## config.mk

```make
export PLATFORM = sky130hd
export DESIGN_NAME = lns_rot_pair
export DESIGN_NICKNAME = d
export VERILOG_FILES = /design/src/rtl/lns_rot_pair.sv
export SDC_FILE = /design/constraint.sdc
export NUM_CORES = 1
export LEC_CHECK = 0
export CORE_UTILIZATION = 55
export DETAILED_ROUTE_END_ITERATION = 6
export GPL_ROUTABILITY_DRIVEN = 1
export PLACE_DENSITY_LB_ADDON = 0.1
export SLEW_MARGIN = 10
export SYNTH_ARGS = -nofsm -noshare
export SYNTH_HDL_FRONTEND = slang
export SYNTH_SLANG_ARGS = --single-unit
```

## constraint.sdc

```tcl
create_clock -name clk -period 0.8 [get_ports clk]
set_clock_uncertainty 0.1 [all_clocks]
set_input_delay 0.2 -clock clk [delete_from_list [all_inputs] [get_ports clk]]
set_output_delay 0.2 -clock clk [all_outputs]
set_load 0.02 [all_outputs]
```

## src/rtl/lns_rot_pair.sv

```systemverilog
module lns_rot_pair #(
  parameter int W  = 10,
  parameter int F  = 4,
  parameter int ZB = 3,
  parameter int L1 = -2,
  parameter int L2 = -22,
  parameter bit A1NEG = 1'b0,
  parameter bit A2NEG = 1'b0
) (
  input  logic                clk,
  input  logic                rst_n,
  input  logic                x_zero,
  input  logic                x_sign,
  input  logic signed [W-1:0] x_log,
  input  logic                y_zero,
  input  logic                y_sign,
  input  logic signed [W-1:0] y_log,
  output logic                r1_zero,
  output logic                r1_sign,
  output logic signed [W-1:0] r1_log,
  output logic                r2_zero,
  output logic                r2_sign,
  output logic signed [W-1:0] r2_log
);

  localparam int AW = F + ZB;
  localparam int D  = 1 << AW;
  localparam int SC = 1 << F;
  localparam int WI = W + 2;
  localparam int TW = $clog2((F + 2) << F) + 2;
  localparam logic signed [W-1:0]  LMAX = {1'b0, {(W-1){1'b1}}};
  localparam logic signed [W-1:0]  LMIN = {1'b1, {(W-1){1'b0}}};
  localparam logic signed [WI:0]   HI   = {{(WI+1-W){1'b0}}, LMAX};
  localparam logic signed [WI:0]   LO   = {{(WI+1-W){1'b1}}, LMIN};
  localparam logic signed [WI-1:0] C1   = WI'(L1);
  localparam logic signed [WI-1:0] C2   = WI'(L2);

  function automatic logic signed [W-1:0] sat(input logic signed [WI:0] v);
    if (v > HI)      return LMAX;
    else if (v < LO) return LMIN;
    else             return v[W-1:0];
  endfunction

  logic signed [TW-1:0] tab_sb [D];
  logic signed [TW-1:0] tab_db [D];

  for (genvar i = 0; i < D; i++) begin : g_tab
    localparam real ZR  = -1.0 * i / SC;
    localparam real SBR = $ln(1.0 + 2.0 ** ZR) / $ln(2.0);
    localparam real DBR = (i == 0) ? 0.0 : $ln(1.0 - 2.0 ** ZR) / $ln(2.0);
    localparam int  SBQ = $rtoi($floor(SBR * SC + 0.5));
    localparam int  DBQ = $rtoi($floor(DBR * SC + 0.5));
    assign tab_sb[i] = TW'(SBQ);
    assign tab_db[i] = TW'(DBQ);
  end

  wire signed [WI-1:0] xe = {{2{x_log[W-1]}}, x_log};
  wire signed [WI-1:0] ye = {{2{y_log[W-1]}}, y_log};

  logic signed [WI-1:0] p_l [2];
  logic signed [WI-1:0] q_l [2];
  logic p_s [2];
  logic q_s [2];
  logic p_z [2];
  logic q_z [2];

  assign p_l[0] = xe + C1;
  assign p_s[0] = x_sign ^ A1NEG;
  assign p_z[0] = x_zero;
  assign q_l[0] = ye + C2;
  assign q_s[0] = y_sign ^ A2NEG;
  assign q_z[0] = y_zero;

  assign p_l[1] = ye + C1;
  assign p_s[1] = y_sign ^ A1NEG;
  assign p_z[1] = y_zero;
  assign q_l[1] = xe + C2;
  assign q_s[1] = ~(x_sign ^ A2NEG);
  assign q_z[1] = x_zero;

  logic o_z [2];
  logic o_s [2];
  logic signed [W-1:0] o_l [2];

  for (genvar k = 0; k < 2; k++) begin : g_lane
    logic                 pb, bs, alike, cancel;
    logic signed [WI-1:0] bl, sl;
    logic [WI-1:0]        dif;
    logic [AW-1:0]        idx;
    logic signed [TW-1:0] tv;
    logic signed [WI:0]   sum;

    assign pb     = p_l[k] >= q_l[k];
    assign bl     = pb ? p_l[k] : q_l[k];
    assign sl     = pb ? q_l[k] : p_l[k];
    assign bs     = pb ? p_s[k] : q_s[k];
    assign dif    = bl - sl;
    assign idx    = (|dif[WI-1:AW]) ? {AW{1'b1}} : dif[AW-1:0];
    assign alike  = p_s[k] == q_s[k];
    assign tv     = alike ? tab_sb[idx] : tab_db[idx];
    assign sum    = {bl[WI-1], bl} + {{(WI+1-TW){tv[TW-1]}}, tv};
    assign cancel = !alike && (dif == '0);

    always_comb begin
      o_z[k] = 1'b0;
      o_s[k] = 1'b0;
      o_l[k] = '0;
      if ((p_z[k] && q_z[k]) || (!p_z[k] && !q_z[k] && cancel)) begin
        o_z[k] = 1'b1;
      end else if (p_z[k]) begin
        o_s[k] = q_s[k];
        o_l[k] = sat({q_l[k][WI-1], q_l[k]});
      end else if (q_z[k]) begin
        o_s[k] = p_s[k];
        o_l[k] = sat({p_l[k][WI-1], p_l[k]});
      end else begin
        o_s[k] = bs;
        o_l[k] = sat(sum);
      end
    end
  end

  always_ff @(posedge clk or negedge rst_n) begin
    if (!rst_n) begin
      r1_zero <= 1'b1;
      r1_sign <= 1'b0;
      r1_log  <= '0;
      r2_zero <= 1'b1;
      r2_sign <= 1'b0;
      r2_log  <= '0;
    end else begin
      r1_zero <= o_z[0];
      r1_sign <= o_s[0];
      r1_log  <= o_l[0];
      r2_zero <= o_z[1];
      r2_sign <= o_s[1];
      r2_log  <= o_l[1];
    end
  end

endmodule

```

==> results of run 1 <==
-- per-stage QoR --
step / instances / cell area, µm² / TNS [ns] / hold WS [ns] / util
after floorplan: 940 / 6890 / -160.08 / -0.196 / -
after global placement: 1433 / 9950 / -187.34 / 0.467 / 0.864
after detailed placement: 1433 / 9950 / -197.95 / 0.469 / 0.864
-- Yosys cell counts (8+ instances only) --
library cell	n	area [µm²]
sky130_fd_sc_hd__nor3_1	27	135
sky130_fd_sc_hd__ha_1	54	676
sky130_fd_sc_hd__o21a_1	11	82.6
sky130_fd_sc_hd__o21bai_1	11	82.6
sky130_fd_sc_hd__nand2_1	93	349
sky130_fd_sc_hd__or3_1	8	50.1
sky130_fd_sc_hd__o22ai_1	9	56.3
sky130_fd_sc_hd__o21ai_0	53	265
sky130_fd_sc_hd__dfrtp_1	22	551
sky130_fd_sc_hd__nand3_1	21	105
sky130_fd_sc_hd__nor2b_1	10	62.6
sky130_fd_sc_hd__a21o_1	24	180
sky130_fd_sc_hd__clkbuf_1	38	143
sky130_fd_sc_hd__inv_1	36	135
sky130_fd_sc_hd__and2_1	12	75.1
sky130_fd_sc_hd__xnor2_1	48	420
sky130_fd_sc_hd__mux2i_1	13	130
sky130_fd_sc_hd__xor2_1	26	228
sky130_fd_sc_hd__nor2_1	105	394
sky130_fd_sc_hd__a21oi_1	114	571
sky130_fd_sc_hd__a31oi_1	12	75.1
sky130_fd_sc_hd__o221a_2	9	101
sky130_fd_sc_hd__a211oi_1	13	97.6
sky130_fd_sc_hd__and3_1	12	75.1
sky130_fd_sc_hd__o31ai_1	9	67.6
-- logic make-up after synthesis --
kind of cell | after synthesis | share of synthesized area
buffers and inverters | 92 | 0.0573
AO/OA/AOI/OAI | 330 | 0.340
multiplexers | 17 | 0.0268
AND/OR/NAND/NOR | 331 | 0.239
flip-flops | 24 | 0.0924
adder cells (fa/ha/maj) | 65 | 0.124
XOR/XNOR | 81 | 0.121
==> summary by stage, run 1 <==
Status
The flow did not finish. The stage where the flow stopped is clock tree synthesis (4_1_cts). The first error in the log reads "[ERROR DPL-0033] detailed placement checks failed during check placement".

Placement
The number of buffers inserted by port buffering is 49. At the placement stage, the worst setup path has a slack of -8.53 ns. The congestion estimate from routability-driven global placement came to ~1.1. The HPWL after detailed placement is approximately 23000 µm.

Yosys
The synthesized netlist occupies a cell area of roughly 6500 µm². The synthesized net count is 1022. Yosys printed 0 warnings.

The primary flip-flop cell chosen by synthesis mapping is sky130_fd_sc_hd__dfrtp_1. Counting flops and latches in the post-synthesis netlist gives 24. In this run, synthesis inferred 0 flip-flops with an integrated enable.

The average footprint of a synthesized cell is approximately 6.9 µm². The share of the Yosys chip area taken by registers is 0.0924. The number of distinct library cell variants in the gate-level netlist after synthesis is between 90 and 100. The share of synthesized flip-flops with an asynchronous set or reset is 1.00. The synthesized instance count is 940.

Clocking
The root buffer cell chosen for the clock tree is sky130_fd_sc_hd__clkbuf_16. The total setup buffers inserted after CTS is about 90. Hold repair after CTS inserted 0 buffers. In this run the number of H-tree levels came out at 1.

Gates resized during post-CTS repair numbered 306. The clock passes through at most 2 buffers. The clock net sink count is 24.

TritonCTS created 3 clock buffers.

Floorplanning
50 I/O pins were placed. The width of the chip is 111 µm. The standard-cell row count is 39.

The initial core utilization is 0.567. The height of the die is 111 µm.
==> inputs of run 2 (changes only) <==
Settings changed: CORE_UTILIZATION 55 to 40, PLACE_DENSITY_LB_ADDON 0.1 to 0.15.
Clock period 0.8 ns to 1 ns, I/O delays scaled along.
==> run 2 against run 1 <==
Against the previous run:
- the flow now finishes, with violations (setup timing)
- area after synthesis did not move
- synthesized cell count did not move
==> summary by stage, run 2 <==
Global routing
The global-route wire length before repair is 43200 µm. For this run, the total global-route usage over all layers was measured as 0.327. Entering global routing, the biggest net connects 25 pins. The number of global-route vias before repair came to around 8600. The total congestion overflow after global routing is 0. The number of antenna violations at the first check in global routing is 0.

Worst setup path
In this run the worst path has a maximum fanout of 8. The most numerous cell type found on the critical path is sky130_fd_sc_hd__buf_4. On the worst path, the slowest cell contributes a delay of 0.55 ns. The data required time at the worst endpoint is 1.10 ns. The capture point of the critical path is r2_log[1]$_DFF_PN0_. The sort of element at the end of the critical path is a register. The cell with the largest stage delay on the worst path is sky130_fd_sc_hd__or4_4.

The critical path starts at y_log[1]. The critical path in this run is classified as in2reg. The worst setup path is launched from an input port.

STA puts the critical path data arrival time at 8.35 ns.

Status
The checks that failed: setup timing. The flow ran to the end, but the final reports show violations.

Floorplanning
The width of the chip is approximately 130 µm. The number of top-level pins is 50. The area inside the core boundary is 15900 µm². The standard-cell row count is 46.

The die covers 16800 µm². For this configuration, the core starts out at a cell density of 0.411. In this run the vertical extent of the chip is about 130 µm.

Final layout
The most frequent standard cell in the layout excluding fill and tap cells is sky130_fd_sc_hd__buf_4. In the layout the commonest cells are sky130_fd_sc_hd__buf_4 (397), sky130_fd_sc_hd__nor2_1 (100), sky130_fd_sc_hd__nand2_1 (85), sky130_fd_sc_hd__a21oi_1 (76), sky130_fd_sc_hd__buf_6 (48). From synthesis to final layout, the design area changed by 79.2%.

The total number of nets in the final design is 1450. Summing all non-filler instances in the final layout gives an area of 11700 µm². The final antenna diode count is 0. Of the cells placed in the final design, the portion with a size suffix greater than 1 is 0.502. The fill cell instance count of the final layout is about 1200.

In the final layout, the registers with the most flip-flops are r1_log x10, r2_log x10.

Detailed routing
In the routed design, unresolved DRC markers number 0. The post-detailed-route count of antenna-violating nets is 0. The via density per instance is 5.75. Summed over all layers, the routed wires come to about 29000 µm. Dividing the detail-routed wire length by the instance count gives 18.2 µm. For this run, the detailed router's first-pass iteration total came to 5. The total via count in the routed design is 9091. The first routing iteration left 897 violations.

Timing
The count of final setup violators is 48. In the post-route analysis, the smallest setup slack over all paths is -7.25 ns. The top achievable clock speed is 121 MHz. The hold slack is 0.237 ns. The max-slew headroom at the worst pin is 0.657. The final number of hold-violating endpoints was 0. The transition time at the pin with the least slew margin is just over 0.5 ns.

Setup repair after global routing could not meet its margin everywhere. The final-report max-slew violation count is 0. Dividing the final minimum period by the clock period gives 8.25.

The worst path in the final design needs a cycle of approximately 8.2 ns, including I/O delays and setup.

Power
The power per cell area is 1510 nW/µm². The leakage power figure is roughly 0.0054 µW. The total chip power is 17700 µW.

Across the VDD grid, the largest voltage drop is 1.64 mV.

Placement
The number of buffers inserted by port buffering is 49. Detailed placement finished with a half-perimeter wire length of around 21000 µm. In this run the cell area measured after placement is 10000 µm². The post-placement setup slack is -8.13 ns. The congestion estimate from routability-driven global placement came to a little over 1.

Yosys
Of the synthesized area, sequential elements account for 0.0924. The synthesized design contains 0 enable-type register cells. The average footprint of a synthesized cell is 6.95 µm². The most common cell in the netlist is sky130_fd_sc_hd__a21oi_1. The proportion of netlist area held by the largest area contributor is 0.103.

The leading area contributor after synthesis is sky130_fd_sc_hd__ha_1. Synthesis produced a netlist with a net count of around 1000. For this run, the leading register cell type out of synthesis is sky130_fd_sc_hd__dfrtp_1. Yosys printed 0 warnings.

The area of the mapped netlist is about 6500 µm². The register bit total from synthesis is 24. By count the netlist is led by sky130_fd_sc_hd__a21oi_1 (114), sky130_fd_sc_hd__nor2_1 (105), sky130_fd_sc_hd__nand2_1 (93). The synthesized instance count is 940. Counting flops with an async set or reset pin after synthesis yields a share of 1.00. Ranked by total cell area, the synthesized netlist is headed by sky130_fd_sc_hd__ha_1 (10%), sky130_fd_sc_hd__a21oi_1 (8.7%), sky130_fd_sc_hd__dfrtp_1 (8.4%).

The number of distinct library cell variants in the gate-level netlist after synthesis is between 90 and 100.

Clocking
The hold buffer count at cts is 0. TritonCTS built the clock tree. The H-tree level count is 1. The buffer depth of the longest clock path is 2. The total clock buffers created by CTS is 3. The clock net sink count is 24. The clock slew seen by the registers of the worst setup and hold paths is about 0.07 ns. In this run the clock root is driven by a sky130_fd_sc_hd__clkbuf_16.

Run
Across the run, the number of max-cap violations was 0.

Min path
The tightest min-delay check is of the in2async type.
run 2: cell counts after synthesis:
No cell type changed its count.
run 2: per-stage QoR:
step / cells / TNS (ns) / util
after floorplan: 940 / -156.37 / -
after global placement: 1504 / -183.37 / 0.632
after detailed placement: 1504 / -186.22 / 0.632
after CTS: 1556 / -157.27 / 0.693
after global routing: 1582 / -168.08 / 0.736
final: 1582 / -160.50 / 0.736
run 2: area by class of cell:
class | count | area [µm²] | share of cell area
clock buffers | 3 | 75.1 | 0.00642
inverters | 37 | 168 | 0.0143
multi-input cells | 825 | 6690 | 0.572
flip-flops and latches | 24 | 603 | 0.0516
well taps | 216 | 270 | 0.0231
repair buffers | 477 | 3890 | 0.333
run 2: metal layers:
| layer | track usage | up-vias | wire [µm] |
|---|---|---|---|
| met4 | 0.138 | 0 | 1150 |
| li1 | - | 4286 | - |
| met3 | 0.0312 | 91 | 1920 |
| met2 | 0.576 | 454 | 14100 |
| met5 | 0 | - | 0 |
| met1 | 0.408 | 4260 | 11500 |
run 2: cell families after synthesis:
| kind of cell | Yosys count | share of synthesized area |
|---|---|---|
| AND/OR/NAND/NOR | 331 | 0.239 |
| XOR/XNOR | 81 | 0.121 |
| flip-flops | 24 | 0.0924 |
| buffers and inverters | 92 | 0.0573 |
| adder cells (fa/ha/maj) | 65 | 0.124 |
| AO/OA/AOI/OAI | 330 | 0.340 |
| multiplexers | 17 | 0.0268 |
run 2: worst min path at each step:
stage          slack [ns]  startpoint                   to
2_1_floorplan       -0.15       rst_n  r1_log[0]$_DFF_PN0_
3_3_place_gp         0.53       rst_n  r1_log[7]$_DFF_PN0_
3_5_place_dp         0.53       rst_n  r1_log[7]$_DFF_PN0_
4_1_cts              0.24       rst_n    r1_sign$_DFF_PN0_
5_1_grt              0.25       rst_n    r1_sign$_DFF_PN0_
6_report             0.24       rst_n    r1_sign$_DFF_PN0_
run 2: what timing repair did:
| action | in CTS | in global routing |
|---|---|---|
| resized for setup | 282 | 104 |
| pin swaps | 88 | 75 |
| setup endpoints to repair | 48 | 48 |
| setup buffers | 47 | 26 |
| cloned | 2 | 1 |
run 2: worst max-delay path, delay by kind of cell:
kind / cells / cell delay [ns]
multiplexers: 1 / 0.21
adder cells (fa/ha/maj): 4 / 0.98
buffers and inverters: 9 / 1.21
AND/OR/NAND/NOR: 11 / 2.26
AO/OA/AOI/OAI: 18 / 3.42
run 2: power breakdown:
group | internal (µW) | total [µW] | switching [µW]
combinational | 7630 | 15600 | 7970
sequential | 1110 | 1180 | 74.4
clock | 532 | 928 | 396
total | 9260 | 17700 | 8440
Note: power is estimated with default switching activity, not from simulation.
